`src/rtl/stat_guard_pkg.sv`:
```
package stat_guard_pkg;

   // Fixed low-order field positions of the status register
   localparam int BUSY_POS = 0;
   localparam int WEL_POS  = 1;
   localparam int BP_LSB   = 2;

   // Outcome of one status-write strobe
   typedef enum logic [1:0] {
      WR_NONE   = 2'd0,
      WR_ACCEPT = 2'd1,
      WR_LOCKED = 2'd2,
      WR_NO_WEL = 2'd3
   } wr_verdict_t;

   function automatic logic is_reject(input wr_verdict_t v);
      return (v == WR_LOCKED) || (v == WR_NO_WEL);
   endfunction

endpackage

```
`src/rtl/sg_pin_cond.sv`:
```
module sg_pin_cond #(
   parameter int STAGES = 0
) (
   input  logic clk,
   input  logic rst_n,
   input  logic pin_in,
   output logic pin_out
);

   if (STAGES < 0) begin : g_bad_stages
      $error("sg_pin_cond: STAGES must not be negative");
   end

   if (STAGES == 0) begin : g_direct
      logic unused_clk_rst;
      assign unused_clk_rst = clk ^ rst_n;
      assign pin_out = pin_in;
   end else begin : g_sync
      logic [STAGES-1:0] sh_q;
      always_ff @(posedge clk or negedge rst_n) begin
         if (!rst_n) begin
            sh_q <= '0;
         end else begin
            sh_q[0] <= pin_in;
            for (int i = 1; i < STAGES; i++) begin
               sh_q[i] <= sh_q[i-1];
            end
         end
      end
      assign pin_out = sh_q[STAGES-1];
   end

endmodule

```
`src/rtl/sg_wr_judge.sv`:
```
module sg_wr_judge
   import stat_guard_pkg::*;
(
   input  logic        wrsr,
   input  logic        busy,
   input  logic        wd,
   input  logic        wel,
   input  logic        pin,
   output wr_verdict_t verdict
);

   always_comb begin
      verdict = WR_NONE;
      if (wrsr && !busy) begin
         if (wd && !pin) begin
            verdict = WR_LOCKED;
         end else if (!wel) begin
            verdict = WR_NO_WEL;
         end else begin
            verdict = WR_ACCEPT;
         end
      end
   end

endmodule

```
`src/rtl/sg_stat_regs.sv`:
```
module sg_stat_regs
   import stat_guard_pkg::*;
#(
   parameter int BP_W = 3
) (
   input  logic            clk,
   input  logic            rst_n,
   input  wr_verdict_t     verdict,
   input  logic            new_wd,
   input  logic [BP_W-1:0] new_bp,
   input  logic            wren,
   input  logic            wrdi,
   input  logic            busy_in,
   output logic            wd_q,
   output logic [BP_W-1:0] bp_q,
   output logic            wel_q,
   output logic            busy_q
);

   always_ff @(posedge clk or negedge rst_n) begin
      if (!rst_n) begin
         wd_q   <= 1'b0;
         bp_q   <= '0;
         wel_q  <= 1'b0;
         busy_q <= 1'b0;
      end else begin
         busy_q <= busy_in;
         if (verdict == WR_ACCEPT) begin
            wd_q <= new_wd;
            bp_q <= new_bp;
         end
         if (verdict == WR_ACCEPT) begin
            wel_q <= 1'b0;
         end else if (wrdi) begin
            wel_q <= 1'b0;
         end else if (wren) begin
            wel_q <= 1'b1;
         end
      end
   end

endmodule

```
`src/rtl/stat_reg_guard.sv`:
```
module stat_reg_guard
   import stat_guard_pkg::*;
#(
   parameter int REG_W    = 8,
   parameter int BP_W     = 3,
   parameter int PIN_SYNC = 0
) (
   input  logic             clk,
   input  logic             rst_n,
   input  logic             cmd_wren,
   input  logic             cmd_wrdi,
   input  logic             cmd_wrsr,
   input  logic [REG_W-1:0] wrsr_data,
   input  logic             wp_n,
   input  logic             busy_in,
   output logic [REG_W-1:0] status,
   output logic             wrsr_accept,
   output logic             wrsr_reject,
   output logic             hw_protected
);

   localparam int WD_POS = REG_W - 1;
   localparam int BP_MSB = BP_LSB + BP_W - 1;
   localparam logic [REG_W-1:0] USED_MASK =
      (REG_W'(1) << WD_POS) | (REG_W'((1 << BP_W) - 1) << BP_LSB);

   if (BP_W < 1) begin : g_bad_bpw
      $error("stat_reg_guard: BP_W must be at least 1");
   end
   if (BP_MSB >= WD_POS) begin : g_bad_layout
      $error("stat_reg_guard: protect field overlaps the write-disable bit");
   end

   logic            pin_eff;
   wr_verdict_t     verdict;
   logic            wd_q;
   logic [BP_W-1:0] bp_q;
   logic            wel_q;
   logic            busy_q;
   logic            acc_q;
   logic            rej_q;
   logic            unused_data_bits;

   assign unused_data_bits = ^(wrsr_data & ~USED_MASK);

   sg_pin_cond #(.STAGES(PIN_SYNC)) u_pin (
      .clk     (clk),
      .rst_n   (rst_n),
      .pin_in  (wp_n),
      .pin_out (pin_eff)
   );

   sg_wr_judge u_judge (
      .wrsr    (cmd_wrsr),
      .busy    (busy_q),
      .wd      (wd_q),
      .wel     (wel_q),
      .pin     (pin_eff),
      .verdict (verdict)
   );

   sg_stat_regs #(.BP_W(BP_W)) u_regs (
      .clk     (clk),
      .rst_n   (rst_n),
      .verdict (verdict),
      .new_wd  (wrsr_data[WD_POS]),
      .new_bp  (wrsr_data[BP_MSB:BP_LSB]),
      .wren    (cmd_wren),
      .wrdi    (cmd_wrdi),
      .busy_in (busy_in),
      .wd_q    (wd_q),
      .bp_q    (bp_q),
      .wel_q   (wel_q),
      .busy_q  (busy_q)
   );

   always_ff @(posedge clk or negedge rst_n) begin
      if (!rst_n) begin
         acc_q <= 1'b0;
         rej_q <= 1'b0;
      end else begin
         acc_q <= (verdict == WR_ACCEPT);
         rej_q <= is_reject(verdict);
      end
   end

   always_comb begin
      status                 = '0;
      status[WD_POS]         = wd_q;
      status[BP_MSB:BP_LSB]  = bp_q;
      status[WEL_POS]        = wel_q;
      status[BUSY_POS]       = busy_q;
   end

   assign wrsr_accept  = acc_q;
   assign wrsr_reject  = rej_q;
   assign hw_protected = wd_q & ~pin_eff;

endmodule

```
`config.mk`:
```
export PLATFORM = sky130hd
export DESIGN_NAME = stat_reg_guard
export DESIGN_NICKNAME = d
export VERILOG_FILES = /design/src/rtl/stat_guard_pkg.sv /design/src/rtl/sg_pin_cond.sv /design/src/rtl/sg_wr_judge.sv /design/src/rtl/sg_stat_regs.sv /design/src/rtl/stat_reg_guard.sv
export SDC_FILE = /design/constraint.sdc
export NUM_CORES = 1
export LEC_CHECK = 0
export BUFFER_PORTS_ARGS = -buffer_cell sky130_fd_sc_hd__buf_2
export CORE_AREA = 2 2 39 41
export DETAILED_ROUTE_END_ITERATION = 6
export DIE_AREA = 0 0 41 43
export PLACE_DENSITY = 0.61
export REMOVE_ABC_BUFFERS = 1
export SLEW_MARGIN = 10
export SYNTH_ARGS = -nofsm -noshare
export SYNTH_HDL_FRONTEND = slang
export SYNTH_HIERARCHICAL = 1
export SYNTH_SLANG_ARGS = --single-unit
```
`constraint.sdc`:
```
create_clock -name clk -period 1.75 [get_ports clk]
set_clock_uncertainty 0.2 [all_clocks]
set_input_delay 0.175 -clock clk [delete_from_list [all_inputs] [get_ports clk]]
set_output_delay 0.175 -clock clk [all_outputs]
set_load 0.1 [all_outputs]
```
==> impl_metrics.json <==
{
  "cts-root-buf": "clkbuf_4",
  "synth_top_cell_by_area": "dfrtp_1",
  "critPathRequiredTime_ns": 1.37,
  "chipHeight_microns": 43,
  "ys_seq_elements": 8,
  "hold_viol": 0,
  "end_kind": "output port",
  "combPwrFrac": 0.523,
  "pin_count": 26,
  "hold_path.class": "input port to register",
  "coreArea_sq_um": 1384,
  "place_hpwl_microns": 525.3,
  "seqCellArea_sq_um": 200.2,
  "cts.sinks": 8,
  "fillers": 132,
  "cap_violations": 0,
  "tns_ns": 0,
  "cts_tree": "yes",
  "netlist_area_sq_um": 390.4,
  "grt_pass1_wl_microns": 1069,
  "ys_seq_area_frac": 0.5128,
  "use_met3": 0.03141,
  "period_share": 0.9016,
  "fin_cells": 68,
  "finish.instance_area_sq_um": 553.0,
  "p_int_mw": 0.3837,
  "pwr-share-clk": 0.175,
  "r2r_cells": 4,
  "totalWireLength_microns": 685,
  "insertion_delay_ns": 0.25,
  "ant_nets": 0,
  "vias": 260,
  "postLayoutCoreUtil": 0.3996,
  "path_clk_slew_ns": 0.05,
  "syn_area_per_cell_sq_um": 13.46,
  "p_seq_frac": 0.302,
  "powerDensity_nw_per_um2": 1405,
  "grt_max_degree": 9,
  "drt-initial-drc-count": 5,
  "grt_use_met2": 0.1406,
  "critical-path-top-delay-family": "buffers and inverters",
  "cp-start-kind": "register",
  "drv_slew": 0,
  "p_switching_mw": 0.3931,
  "cts_max_level": 1,
  "diodes": 0,
  "drt-pass1-iter-count": 4,
  "cts_setup_buffers": 0,
  "synth.area.top_cells": "dfrtp_1 (51%), mux2_4 (15%), buf_4 (12%)",
  "drc_errors": 0,
  "switching_share": 0.5061,
  "crit_arrival_ns": 1.20,
  "path_class": "register to output port",
  "synth_top_area_frac": 0.5128,
  "vias_per_cell": 3.824,
  "crit_fanout": 4,
  "path_depth": 2,
  "dp_cells": 58,
  "die_x_microns": 41,
  "rsz0062_at_grt": "false",
  "setup_viol": 0,
  "fin_crit_ns": 1.578,
  "critPathSlowestCell": "buf_2",
  "synthCells": 29,
  "peakVddDrop_mv": 0.3699,
  "final_nets": 69,
  "cp_cell_sequence": "nor2b_4, buf_2",
  "port_buffers": 19,
  "ys_types": 12,
  "drive_gt1_frac": 0.5769,
  "antenna_found_initial": 0,
  "area_delta_synth_final_pct": 41.67,
  "use_met1": 0.09967,
  "status": "complete, no violations",
  "total_power_mw": 0.7768,
  "max_stage_delay_ns": 0.42,
  "die_area_sq_um": 1763,
  "numCtsBuffers": 3,
  "p_leak_nw": 0.2922,
  "num_rows": 14,
  "track_usage": 0.09736,
  "cp_num_buf_inv": 1,
  "gp_congestion": 0.6099,
  "yosysWarnings": 6,
  "placed_area_sq_um": 460.4,
  "grt_pass1_vias": 244,
  "busiest_layer": "met2",
  "clockBufferDepth": 2,
  "multi_input_area_sq_um": 145.1,
  "routedWlPerCell_microns": 10.07,
  "min_path_cells": 3,
  "max_freq_mhz": 633.8,
  "grt-ovfl-total": 0,
  "initial_core_util": 0.2821
}
==> kinds of logic (layout without fill, tap and decap cells) <==
group | after synthesis | count (layout) | share of synthesized area
muxes | 4 | 4 | 0.1539
and+or+nand+nor | 8 | 8 | 0.1762
AOI/OAI and AO/OA | 1 | 1 | 0.02244
DFF | 8 | 8 | 0.5128
buffers and inverters | 7 | 29 | 0.1250
other | 1 | 2 | 0.009606
==> area by class of cell <==
| type | count | area share |
|---|---|---|
| timing repair buffer | 26 | 0.2986 |
| multi-input combinational | 15 | 0.2624 |
| sequential | 8 | 0.3620 |
| tap | 16 | 0.03620 |
| clock buffer | 3 | 0.04072 |
==> worst reg2reg max path, cell delays in order, from the launching register on <==
cell,delay [ns]
dfrtp_1,0.41
nand2b_1,0.12
nor2b_1,0.26
nand2b_4,0.12
mux2_4,0.31
==> power by group through the flow <==
stage	combinational, mW	clock (mW)	sequential, mW
floorplan	0.111	0	0.461
CTS	0.407	0.142	0.235
global placement	0.393	0	0.237
global route	0.417	0.154	0.240
finish	0.406	0.136	0.235
detailed placement	0.395	0	0.238
==> registers in the layout (all words and copies together), names as in the netlist <==
| register | count |
|---|---|
| u_regs/wd_q | 1 |
| wrsr_reject | 1 |
| u_regs/wel_q | 1 |
| u_regs/bp_q | 3 |
| wrsr_accept | 1 |
| u_regs/busy_q | 1 |
==> layout by cell type (no fill, tap or decap), drive strengths merged <==
master and instances:
clkbuf 3, conb 2, nand2b 3, mux2 4, dlygate4sd3 7, nor2 1
dfrtp 8, nor3b 1, buf 19, nor2b 3, a21oi 1
==> path summary, 6_finish.rpt <==
check | startpoint | to | slack (ns)
worst max-delay path | u_regs/wd_q$_DFFE_PN0N_ | hw_protected | 0.17
worst min-delay path | cmd_wrsr | wrsr_reject$_DFF_PN0_ | 0.02
worst max register to register | u_regs/wd_q$_DFFE_PN0N_ | u_regs/bp_q[1]$_DFFE_PN0N_ | 0.22
worst min register to register | u_regs/wel_q$_DFFE_PN0P_ | wrsr_reject$_DFF_PN0_ | 0.29
max in group asynchronous | rst_n | u_regs/busy_q$_DFF_PN0_ | 1.09
min in group asynchronous | rst_n | u_regs/wd_q$_DFFE_PN0N_ | 0.09
==> what timing repair did <==
| action | in CTS | in global routing |
|---|---|---|
| endpoints found under the hold margin | 14 | 0 |
| gates resized for setup | 0 | 0 |
| hold buffers | 7 | 0 |
==> Yosys cell counts <==
cell type / n
nor2b_4: 1
buf_4: 6
a21oi_2: 1
conb_1: 1
dfrtp_1: 8
nor3b_2: 1
nor2b_1: 2
nand2b_1: 2
nand2b_4: 1
nor2_1: 1
clkbuf_1: 1
mux2_4: 4
==> metal layers <==
layer,share of wire,vias up
li1,-,133
met1,0.37,120
met2,0.59,7
met3,0.036,0
met4,0,0
met5,0,-
==> metrics by stage <==
step	hold WS, ns	worst slack (ns)
after floorplan	-0.3206	-0.3489
after global placement	-0.1726	0.2500
after detailed placement	-0.1772	0.2185
after CTS	0.01012	0.1417
after global routing	0.01560	0.1018
final	0.02144	0.1723
Note: power is estimated with default switching activity, not from simulation.
